[src/rtl/sqw_pkg.sv]
package sqw_pkg;
  localparam int CTRL_W = 8;

  typedef struct packed {
    logic       osc_off;
    logic [1:0] rsv;
    logic [1:0] rate;
    logic       intcn;
    logic       a2_ie;
    logic       a1_ie;
  } ctrl_t;

  typedef enum logic [1:0] {
    RATE_1HZ = 2'b00,
    RATE_4K  = 2'b01,
    RATE_8K  = 2'b10,
    RATE_32K = 2'b11
  } rate_e;

  localparam logic [CTRL_W-1:0] CTRL_RST = 8'h18;
  localparam logic [CTRL_W-1:0] RW_MASK  = 8'h9F;
endpackage

[src/rtl/sqw_ctrl_reg.sv]
module sqw_ctrl_reg
  import sqw_pkg::*;
(
  input  logic              clk_i,
  input  logic              rst_ni,
  input  logic              wr_en_i,
  input  logic [CTRL_W-1:0] wr_data_i,
  output ctrl_t             ctrl_o
);
  ctrl_t ctrl_q;

  always_ff @(posedge clk_i or negedge rst_ni) begin
    if (!rst_ni)      ctrl_q <= ctrl_t'(CTRL_RST);
    else if (wr_en_i) ctrl_q <= ctrl_t'(wr_data_i & RW_MASK);
  end

  assign ctrl_o = ctrl_q;
endmodule

[src/rtl/sqw_rate_div.sv]
module sqw_rate_div
  import sqw_pkg::*;
#(
  parameter int DIV_W = 15
) (
  input  logic       clk_i,
  input  logic       rst_ni,
  input  logic       run_i,
  input  logic [1:0] rate_i,
  output logic       wave_o
);
  localparam int CNT_W    = DIV_W + 1;
  localparam int TAP_32K  = 0;
  localparam int TAP_8K   = 2;
  localparam int TAP_4K   = 3;
  localparam int TAP_1HZ  = DIV_W;
  localparam int TAP_W    = $clog2(CNT_W);

  logic [CNT_W-1:0] cnt_q;
  logic [TAP_W-1:0] tap;
  logic             wave_q;

  always_comb begin
    unique case (rate_e'(rate_i))
      RATE_1HZ: tap = TAP_W'(TAP_1HZ);
      RATE_4K:  tap = TAP_W'(TAP_4K);
      RATE_8K:  tap = TAP_W'(TAP_8K);
      default:  tap = TAP_W'(TAP_32K);
    endcase
  end

  // bit 0 is the reference itself; bits above form the divider
  always_ff @(posedge clk_i or negedge rst_ni) begin
    if (!rst_ni)     cnt_q <= '0;
    else if (!run_i) cnt_q <= '0;
    else             cnt_q <= cnt_q + 1'b1;
  end

  // registered tap: a rate switch lands on an edge, never a sub-cycle pulse
  always_ff @(posedge clk_i or negedge rst_ni) begin
    if (!rst_ni) wave_q <= 1'b0;
    else         wave_q <= run_i & cnt_q[tap];
  end

  assign wave_o = wave_q;
endmodule

[src/rtl/sqw_pin_mux.sv]
module sqw_pin_mux (
  input  logic clk_i,
  input  logic rst_ni,
  input  logic intcn_i,
  input  logic a1_ie_i,
  input  logic a2_ie_i,
  input  logic a1_flag_i,
  input  logic a2_flag_i,
  input  logic wave_i,
  output logic int_a_no,
  output logic int_b_no
);
  logic a1_req, a2_req, a_act, b_lvl;
  logic a_q, b_q;

  assign a1_req = a1_flag_i & a1_ie_i;
  assign a2_req = a2_flag_i & a2_ie_i;
  // alarm 2 falls back to the dedicated pin while the shared pin carries the wave
  assign a_act  = intcn_i ? a1_req : (a1_req | a2_req);
  assign b_lvl  = intcn_i ? ~a2_req : wave_i;

  always_ff @(posedge clk_i or negedge rst_ni) begin
    if (!rst_ni) begin
      a_q <= 1'b1;
      b_q <= 1'b0;
    end else begin
      a_q <= ~a_act;
      b_q <= b_lvl;
    end
  end

  assign int_a_no = a_q;
  assign int_b_no = b_q;
endmodule

[src/rtl/sqw_int_ctrl.sv]
module sqw_int_ctrl
  import sqw_pkg::*;
#(
  parameter int DIV_W = 15
) (
  input  logic              clk_i,
  input  logic              rst_ni,
  input  logic              wr_en_i,
  input  logic [CTRL_W-1:0] wr_data_i,
  input  logic              a1_flag_i,
  input  logic              a2_flag_i,
  output logic [CTRL_W-1:0] rd_data_o,
  output logic              osc_en_o,
  output logic              int_a_no,
  output logic              int_b_no
);
  ctrl_t ctrl;
  logic  wave;

  sqw_ctrl_reg u_reg (
    .clk_i     (clk_i),
    .rst_ni    (rst_ni),
    .wr_en_i   (wr_en_i),
    .wr_data_i (wr_data_i),
    .ctrl_o    (ctrl)
  );

  sqw_rate_div #(.DIV_W(DIV_W)) u_div (
    .clk_i  (clk_i),
    .rst_ni (rst_ni),
    .run_i  (~ctrl.osc_off),
    .rate_i (ctrl.rate),
    .wave_o (wave)
  );

  sqw_pin_mux u_mux (
    .clk_i     (clk_i),
    .rst_ni    (rst_ni),
    .intcn_i   (ctrl.intcn),
    .a1_ie_i   (ctrl.a1_ie),
    .a2_ie_i   (ctrl.a2_ie),
    .a1_flag_i (a1_flag_i),
    .a2_flag_i (a2_flag_i),
    .wave_i    (wave),
    .int_a_no  (int_a_no),
    .int_b_no  (int_b_no)
  );

  assign rd_data_o = ctrl;
  assign osc_en_o  = ~ctrl.osc_off;
endmodule

[config.mk]
export PLATFORM = sky130hd
export DESIGN_NAME = sqw_int_ctrl
export DESIGN_NICKNAME = d
export VERILOG_FILES = /design/src/rtl/sqw_pkg.sv /design/src/rtl/sqw_ctrl_reg.sv /design/src/rtl/sqw_rate_div.sv /design/src/rtl/sqw_pin_mux.sv /design/src/rtl/sqw_int_ctrl.sv
export SDC_FILE = /design/constraint.sdc
export NUM_CORES = 1
export LEC_CHECK = 0
export BUFFER_PORTS_ARGS = -buffer_cell sky130_fd_sc_hd__clkbuf_2
export CAP_MARGIN = 30
export CORE_MARGIN = 2
export CORE_UTILIZATION = 40
export DETAILED_ROUTE_END_ITERATION = 10
export PLACE_DENSITY = 0.72
export SYNTH_ARGS = -nofsm -noshare
export SYNTH_HDL_FRONTEND = slang
export SYNTH_SLANG_ARGS = --single-unit
[constraint.sdc]
create_clock -name clk_i -period 2.6 [get_ports clk_i]
set_input_delay 0.13 -clock clk_i [delete_from_list [all_inputs] [get_ports clk_i]]
set_output_delay 0.13 -clock clk_i [all_outputs]
set_load 0.03 [all_outputs]
==> out/metrics.csv, run 1 <==
metric,value,unit
fin_crit_sh,64.63,%
postRouteAntennaNets,0,
final_util,48.08,%
gp_congestion,0.7410,
ioPinCount,24,
ys_seq_elements,25,
port_buffers,19,
multi_input_area,514.2,sq um
htreeDepth,1,
grt_max_degree,26,
timing.fmax,595.1,MHz
period_needed,1.680,ns
layout.area.seq,629.4,sq um
clockBufferDepth,2,
total_power,741.5,uW
wire_per_inst,12.71,microns
drive_gt1_share,31.78,%
grt_first_pass_wirelength,3525,microns
rows,19,
synth-edff-count,0,
finalNonFillerCells,160,
drt_wl_total,2034,microns
start_util,42.77,%
antenna_found_initial,0,
cts_tree,built,
startpoint_type,flop,
clk_latency,0.32,ns
synth-seq-area-share,52.45,%
num_vias,825,
async_flop_share,100.0,%
avgSynthCellArea,10.91,sq um
chipHeight,58.77,microns
drt_iter0_markers,22,
ir_drop,372.8,uV
hp-class,in -> reg,
grt_usage,13.36,%
cts_sinks,25,
path_class,reg -> out,
dieWidth,58.77,microns
slew_headroom,54.93,%
leakage,0.0006118,uW
first_global_vias,838,
diodes,0,
cts_inserted_buffers,3,
synth_area,1200,sq um
rr_startpoint,u_div.cnt_q[0],
hold_viol,0,
dieArea,3454,sq um
finalMaxSlewViolations,0,
worstHoldStart,wr_data_i[7],
dp_cells,153,
powerDensity,549.8,nW/um^2
setup_viol,0,
rsz0062_at_grt,false,
status,"complete, but fails checks",
yosys_warnings,0,
dr.pass1.iters,7,
grt.overflow.total,0,
drc_errors,4,
synth_flop_cell,dfrtp_1,
holdWs,0.01389,ns
violations,design-rule violations,
viasPerCell,5.156,
arrival,1.55,ns
root_buffer,clkbuf_4,
dp_hpwl,1495,microns
core_area,2805,sq um
setup_tns,0,ns
cts_setup_buffers,0,
synthDistinctLibCells,30,
tightest_slew,0.6760,ns
path_max_fanout,21,
crit_path_start,u_reg.ctrl_o[7],
nFillCells,271,
area_delta_synth_final,12.41,%
cp-end-kind,output port,
cp.required,2.47,ns
clkTransAtPathRegs,0.14,ns
fin_skew,0.01567,ns
syn-instance-count,110,
cap_violations,0,
nets,144,
==> metal layers <==
| metal | global-route usage, % | wire [microns] | vias to the layer above | share of wire [%] |
|---|---|---|---|---|
| met2 | 25.08 | 1065 | 24 | 52 |
| met3 | 3.956 | 113 | 0 | 5.6 |
| met1 | 14.85 | 856 | 405 | 42 |
| li1 | - | - | 396 | - |
| met5 | 0 | 0 | - | 0 |
| met4 | 2.597 | 0 | 0 | 0 |
==> what timing repair did <==
item,CTS,global route
hold buffers,3,0
gates resized for setup,0,0
hold endpoints to repair,24,0
endpoints found under the setup margin,0,0
==> Yosys cell counts (3+ instances only) <==
| master | count | area [sq um] |
|---|---|---|
| mux2_2 | 7 | 78.83 |
| nor2b_1 | 3 | 18.77 |
| buf_4 | 5 | 37.54 |
| nand2_1 | 7 | 26.28 |
| dfrtp_1 | 22 | 550.5 |
| nand3_1 | 5 | 25.02 |
| xnor2_1 | 7 | 61.31 |
| dfstp_2 | 3 | 78.83 |
| inv_1 | 3 | 11.26 |
| nor2_1 | 20 | 75.07 |
| a21oi_1 | 3 | 15.01 |
==> stage by stage <==
stage / setup slack [ns] / cell area, sq um
2_1_floorplan: 1.095 / 1204
3_3_place_gp: 0.9983 / 1289
3_5_place_dp: 0.9609 / 1289
4_1_cts: 0.9081 / 1349
5_1_grt: 0.7872 / 1349
6_report: 0.9197 / 1349
==> worst max-delay path, cell delays in order, from the launching register on <==
cell and delay (ns):
dfrtp_1 0.80, inv_1 0.19, clkbuf_2 0.23
==> state kept, by name, indices dropped and copies added, names as in the netlist <==
register,count
u_div.wave_o,1
u_mux.int_b_no,1
u_reg.ctrl_o,6
u_div.cnt_q,16
u_mux.int_a_no,1
==> final timing paths <==
kind | end | slack, ns | cells past startpoint
min in group asynchronous | u_mux.int_b_no | 0.34 | 2
worst max register to register | u_div.cnt_q[14] | 0.98 | 5
worst min register to register | u_mux.int_a_no | 0.45 | 1
worst max-delay path | osc_en_o | 0.92 | 2
worst min-delay path | u_reg.ctrl_o[7] | 0.01 | 3
max in group asynchronous | u_div.cnt_q[9] | 1.85 | 2
==> report_power, final <==
part / switching [uW] / leakage, uW / internal (uW)
clock: 117 / 0.0000139 / 58.8
sequential: 34.0 / 0.000325 / 419
combinational: 67.8 / 0.000273 / 45.5
total: 219 / 0.000612 / 523
==> cells in the final DEF, fill, tap and decap left out, types with 3 or more instances in the layout <==
master / synthesis / layout
inv_1: 3 / 3
nand3_1: 5 / 5
nor2b_1: 3 / 3
xnor2_1: 7 / 7
dlygate4sd3_1: 0 / 3
dfrtp_1: 22 / 22
clkbuf_2: 0 / 19
clkbuf_4: 0 / 3
mux2_2: 7 / 7
dfstp_2: 3 / 3
a21oi_1: 3 / 3
nor2_1: 20 / 20
nand2_1: 7 / 7
==> cells by family after synthesis <==
group                      synth area share, %
buffers and inverters                    5.005
adders and majority gates                1.043
and+or+nand+nor                          21.27
DFF                                      52.45
xor gates and xnor gates                 6.570
other                                   0.3125
muxes                                    10.01
AOI/OAI and AO/OA                        3.337
==> cell type report <==
type                       count  share of cell area (%)
clock buffer                   3                   1.670
sequential                    25                   46.66
tap                           31                   2.876
multi-input combinational     75                   38.13
inverter                       3                  0.8349
clock inverter                 1                  0.5566
timing repair buffer          22                   9.276
No activity file was read; power rests on OpenSTA's default activity.
==> inputs of run 2 (changes only) <==
--- a/config.mk
+++ b/config.mk
@@ -5,6 +5,7 @@
 export SDC_FILE = /design/constraint.sdc
 export NUM_CORES = 1
 export LEC_CHECK = 0
+export ABC_AREA = 1
 export BUFFER_PORTS_ARGS = -buffer_cell sky130_fd_sc_hd__clkbuf_2
 export CAP_MARGIN = 30
 export CORE_MARGIN = 2
==> constraint.sdc (replaced) <==
create_clock -name clk_i -period 1.65 [get_ports clk_i]
set_input_delay 0.0825 -clock clk_i [delete_from_list [all_inputs] [get_ports clk_i]]
set_output_delay 0.0825 -clock clk_i [all_outputs]
set_load 0.03 [all_outputs]
==> run 2 against run 1 <==
The flow now finishes without violations. Register-to-register slack lost 0.65 ns. Worst hold slack improved by 0.039 ns. Utilization up 0.53 points. Clock power is 63% higher. Critical path type is now reg -> reg. Critical endpoint is now u_mux.int_a_no.
==> out/metrics.csv, run 2 <==
metric,value,unit
status,"finished, final reports clean",
dieArea,3521,sq um
cp.required,1.93,ns
crit_path_cell_trace,nand2_1 > inv_1 > a22oi_1 > dlygate4sd3_1,
postRouteAntennaNets,0,
cp-end-kind,flop,
p_sw,358.8,uW
leakage,0.0006509,uW
cts_inserted_buffers,3,
path_class,reg -> reg,
root_buffer,clkbuf_4,
ioPinCount,24,
grt_usage,15.47,%
nets,190,
largest_register_ffs,16,
start_util,41.13,%
path_buf_inv,2,
rr_startpoint,u_reg.ctrl_o[1],
gp_congestion,0.8738,
cap_violations,0,
tightest_slew,0.6219,ns
clockBufferDepth,2,
pwr-share-clk,24.2,%
holdWs,0.05288,ns
ys_seq_elements,25,
setup_viol,0,
drt_wl_total,2497,microns
most-common-layout-cells,"nand2_1, nor2_1, dfrtp_1, clkbuf_2, inv_1",
slew_headroom,58.54,%
htreeDepth,1,
power_switching_share,30.37,%
layout_commonest_cell,nand2_1,
drc_errors,0,
antenna_found_initial,0,
grt_max_degree,26,
synth_flop_cell,dfrtp_1,
crit_path_start,u_reg.ctrl_o[1],
slowest_stage,dlygate4sd3_1,
viasPerCell,4.870,
top_register,u_div.cnt_q,
intPower,822.4,uW
async_flop_share,100.0,%
ir_drop,420.2,uV
clkTransAtPathRegs,0.15,ns
dp_hpwl,1674,microns
cts_sinks,25,
comb_power_share,17.6,%
dp_cells,195,
powerDensity,815.9,nW/um^2
syn-instance-count,148,
rows,20,
first_global_vias,936,
yosys_warnings,0,
total_power,1181,uW
period_needed,1.320,ns
startpoint_type,flop,
wire_per_inst,12.00,microns
fin_crit_sh,80.03,%
finalNonFillerCells,208,
drive_gt1_share,20.00,%
synth_top_cells_by_area,"dfrtp_1, nand2_1, nor2_1, dfstp_2, o21ai_0",
diodes,0,
area_delta_synth_final,18.18,%
synth-edff-count,0,
arrival,1.60,ns
timing.fmax,757.3,MHz
cts_setup_buffers,0,
layout.area.seq,629.4,sq um
setup_tns,0,ns
finalInstanceArea,1448,sq um
rsz0062_at_grt,false,
avgSynthCellArea,8.277,sq um
nFillCells,294,
finalMaxSlewViolations,0,
synth-seq-area-share,51.38,%
grt.overflow.total,0,
synth_commonest_cells,"nand2_1, nor2_1, dfrtp_1",
grt_first_pass_wirelength,4112,microns
num_vias,1013,
cts_tree,built,
cts-resized-gates,0,
synthDistinctLibCells,24,
critical-path-top-delay-family,buffers and inverters,
hp-class,in -> reg,
worstHoldStart,wr_en_i,
port_buffers,19,
yosysMostFrequentCell,nand2_1,
synth_area,1225,sq um
place_area,1328,sq um
path_max_fanout,3,
multi_input_area,494.2,sq um
drt_iter0_markers,23,
pwr-share-seq,58.1,%
synth_top_area_share,44.94,%
core_area,2978,sq um
cp_slowest_stage_delay,0.58,ns
clk_latency,0.33,ns
hold_viol,0,
dieWidth,59.34,microns
chipHeight,59.34,microns
fin_skew,0.01197,ns
yosysTopAreaCell,dfrtp_1,
dr.pass1.iters,4,
[run 2: cell types whose count changed after synthesis, moves of 4 or more]
| cell | delta |
|---|---|
| mux2_2 | -5 |
| nor2_1 | +4 |
| xnor2_1 | -7 |
| o21ai_0 | +10 |
| nand2_1 | +24 |
| inv_1 | +12 |
[run 2: worst reg2reg max path: cells and delay by family (launching register included)]
family	cells	cell delay, ns
buffers and inverters	2	0.63
DFF	1	0.43
AOI/OAI and AO/OA	1	0.14
and+or+nand+nor	1	0.08
[run 2: stage by stage]
stage | util [%] | setup WS [ns]
after floorplan | - | 0.3700
after global placement | 44.58 | 0.4510
after detailed placement | 44.58 | 0.4066
after CTS | 48.61 | 0.3598
after global routing | 48.61 | 0.2276
final | 48.61 | 0.3295
[run 2: area by class of cell]
| class | count | share of cell area [%] |
|---|---|---|
| clock inverters | 1 | 0.5186 |
| multi-input cells | 101 | 34.14 |
| clock buffers | 3 | 1.556 |
| flip-flops and latches | 25 | 43.47 |
| well taps | 33 | 2.852 |
| inverters | 16 | 4.149 |
| repair buffers | 29 | 13.31 |
[run 2: cell families (layout without fill, tap and decap cells)]
| group | Yosys count | count (layout) | share of synthesized area (%) |
|---|---|---|---|
| muxes | 2 | 2 | 1.838 |
| other | 1 | 2 | 0.3061 |
| xor gates and xnor gates | 3 | 3 | 2.145 |
| buffers and inverters | 23 | 49 | 8.580 |
| DFF | 25 | 25 | 51.38 |
| AOI/OAI and AO/OA | 24 | 24 | 10.62 |
| adders and majority gates | 1 | 1 | 1.021 |
| and+or+nand+nor | 69 | 69 | 24.11 |
[run 2: what timing repair did]
item	CTS	global route
hold endpoints to repair	29	0
setup endpoints to repair	0	0
hold buffers	9	0
[run 2: final timing paths]
kind,to,slack [ns],cells after the start
setup / recovery,u_mux.int_a_no,0.33,4
setup reg to reg,u_mux.int_a_no,0.33,4
hold reg to reg,u_div.cnt_q[0],0.48,1
min in group asynchronous,u_div.cnt_q[3],0.28,2
hold / removal,u_reg.ctrl_o[3],0.05,2
max in group asynchronous,u_div.cnt_q[6],0.96,2
[run 2: power by group through the flow]
stage / logic (uW) / clock network, uW / registers [uW]
6_report: 208 / 286 / 687
4_1_cts: 209 / 294 / 686
3_5_place_dp: 190 / 0 / 697
3_3_place_gp: 183 / 0 / 693
5_1_grt: 231 / 309 / 692
2_1_floorplan: 112 / 0 / 718
[run 2: layer usage]
layer / up-vias / part of all wire (%) / GRT usage, %
met1: 479 / 42 / 18.79
li1: 512 / - / -
met2: 17 / 54 / 27.16
met5: - / 0 / 0
met4: 0 / 1.2 / 6.169
met3: 5 / 3.4 / 2.402
==> inputs of run 3 (changes only) <==
--- a/config.mk
+++ b/config.mk
@@ -11,7 +11,7 @@
 export CORE_MARGIN = 2
 export CORE_UTILIZATION = 40
 export DETAILED_ROUTE_END_ITERATION = 10
-export PLACE_DENSITY = 0.72
+export PLACE_DENSITY = 0.74
 export SYNTH_ARGS = -nofsm -noshare
 export SYNTH_HDL_FRONTEND = slang
 export SYNTH_SLANG_ARGS = --single-unit
==> constraint.sdc (replaced) <==
create_clock -name clk_i -period 1.06 [get_ports clk_i]
set_input_delay 0.053 -clock clk_i [delete_from_list [all_inputs] [get_ports clk_i]]
set_output_delay 0.053 -clock clk_i [all_outputs]
set_load 0.03 [all_outputs]
==> run 3 against run 2 <==
The run now ends with negative setup slack left. Non-clock buffer count is 21 higher. Largest cell class unchanged. Critical path type unchanged. Critical path depth is 4 higher. Worst setup slack worse by 0.52 ns. Die area stayed put. Highest routed layer unchanged. Clock-buffer cell count stayed put.
==> out/metrics.csv, run 3 (same netlist as run 2, synthesis figures left out) <==
metric,value,unit
status,"complete, but fails checks",
violations,negative setup slack,
start_util,41.13,%
fin_skew,0.01642,ns
fin_crit_sh,118.4,%
wire_per_inst,13.14,microns
path_max_fanout,5,
first_global_vias,1023,
rsz0062_at_grt,true,
final_util,58.66,%
cp_slowest_stage_delay,0.44,ns
period_needed,1.255,ns
cap_violations,0,
cts_sinks,25,
finalMaxSlewViolations,0,
powerDensity,1177,nW/um^2
cp-end-kind,flop,
viasPerCell,4.835,
core_area,2978,sq um
leakage,0.0008121,uW
nFillCells,243,
critical-path-top-delay-family,simple AND/OR/NAND/NOR gates,
hold_viol,0,
diodes,0,
ioPinCount,24,
drt_wl_total,3022,microns
setup_viol,18,
drc_errors,0,
htreeDepth,1,
dieArea,3521,sq um
startpoint_type,flop,
most-common-layout-cells,"nand2_1, nor2_1, dfrtp_1, buf_4",
path_buf_inv,1,
nets,212,
chipHeight,59.34,microns
area_delta_synth_final,42.59,%
dieWidth,59.34,microns
grt.overflow.total,0,
cts_inserted_buffers,3,
port_buffers,19,
multi_input_area,574.3,sq um
setup_tns,-2.162,ns
grt_first_pass_wirelength,4360,microns
grt_max_degree,26,
path_class,reg -> reg,
drive_gt1_share,38.07,%
crit_path_cell_trace,buf_6 > nand2_2 > nor2_4 > nand2_4 > nor2_1 > nand2_1 > nand2_1 > nor2_2,
clockBufferDepth,2,
cts_tree,built,
num_vias,1112,
timing.fmax,796.8,MHz
clkTransAtPathRegs,0.15,ns
timing.final.ws_setup,-0.1951,ns
cp.required,1.32,ns
slowest_stage,dfrtp_1,
largest_register_ffs,16,
drt_iter0_markers,45,
layout.area.seq,630.6,sq um
cpMostUsedCell,nand2_1,
top_register,u_div.cnt_q,
root_buffer,clkbuf_4,
dr.pass1.iters,5,
antenna_found_initial,0,
postRouteAntennaNets,0,
ir_drop,546.4,uV
rows,20,
grt_usage,16.09,%
gp_congestion,0.8269,
clk_latency,0.34,ns
hp-class,in -> reg,
arrival,1.51,ns
layout_commonest_cell,nand2_1,
dp_hpwl,1695,microns
-- run 3: cell types whose count changed in the layout (fill, tap and decap cells not counted), sizes merged --
cell / delta
clkbuf: -5
clkinv: +1
buf: +26
-- run 3: path summary, 6_finish.rpt --
check | cells past startpoint | start | slack (ns) | endpoint
setup / recovery | 8 | u_div.cnt_q[1] | -0.20 | u_div.cnt_q[15]
hold / removal | 2 | wr_en_i | 0.002 | u_reg.ctrl_o[4]
setup reg to reg | 8 | u_div.cnt_q[1] | -0.20 | u_div.cnt_q[15]
hold reg to reg | 2 | u_div.wave_o | 0.49 | u_mux.int_b_no
max in group asynchronous | 3 | rst_ni | 0.56 | u_mux.int_a_no
min in group asynchronous | 3 | rst_ni | 0.21 | u_div.cnt_q[0]
-- run 3: where the power goes --
part / internal (uW) / switching [uW]
Clock: 145 / 313
Sequential: 1020 / 61.9
Combinational: 254 / 257
Total: 1420 / 633
-- run 3: what timing repair did --
action                                  in CTS  in global routing
endpoints found under the setup margin      17                 18
endpoints found under the hold margin       33                  0
cloned                                       0                  1
gates resized for setup                     20                 22
hold buffers                                 9                  0
setup buffers                                6                  5
pin swaps                                    7                 10
-- run 3: worst reg2reg max path: stages, from the launching register on --
cell and delay, ns:
dfrtp_1 0.44, buf_6 0.12, nand2_2 0.06, nor2_4 0.20, nand2_4 0.11, nor2_1 0.10
nand2_1 0.05, nand2_1 0.08, nor2_2 0.04
-- run 3: final cells by class --
| cell class | count | share of cell area (%) |
|---|---|---|
| Timing Repair inverter | 1 | 0.2865 |
| Clock buffer | 3 | 1.289 |
| Tap cell | 33 | 2.364 |
| Clock inverter | 1 | 0.4298 |
| Inverter | 16 | 3.725 |
| Sequential cell | 25 | 36.10 |
| Timing Repair Buffer | 50 | 22.92 |
| Multi-Input combinational cell | 101 | 32.88 |
-- run 3: metal layers --
metal  vias to the layer above  global-route usage [%]  wire [microns]
li1                        558                       -               -
met5                         -                       0               0
met3                         9                  0.6550              71
met2                        24                   28.57            1630
met4                         0                   4.870              70
met1                       521                   21.12            1249
-- run 3: per-stage QoR --
stage | std cells | setup slack, ns | hold WS (ns) | area (sq um) | total power [uW]
after floorplan | 149 | -0.04295 | -0.2426 | 1236 | 1300
after global placement | 205 | -0.08023 | 0.05354 | 1409 | 1416
after detailed placement | 205 | -0.1092 | 0.05805 | 1409 | 1422
after CTS | 224 | -0.1316 | 0.01768 | 1648 | 1971
after global routing | 230 | -0.2902 | 0.03678 | 1747 | 2135
final | 230 | -0.1951 | 0.001709 | 1747 | 2055
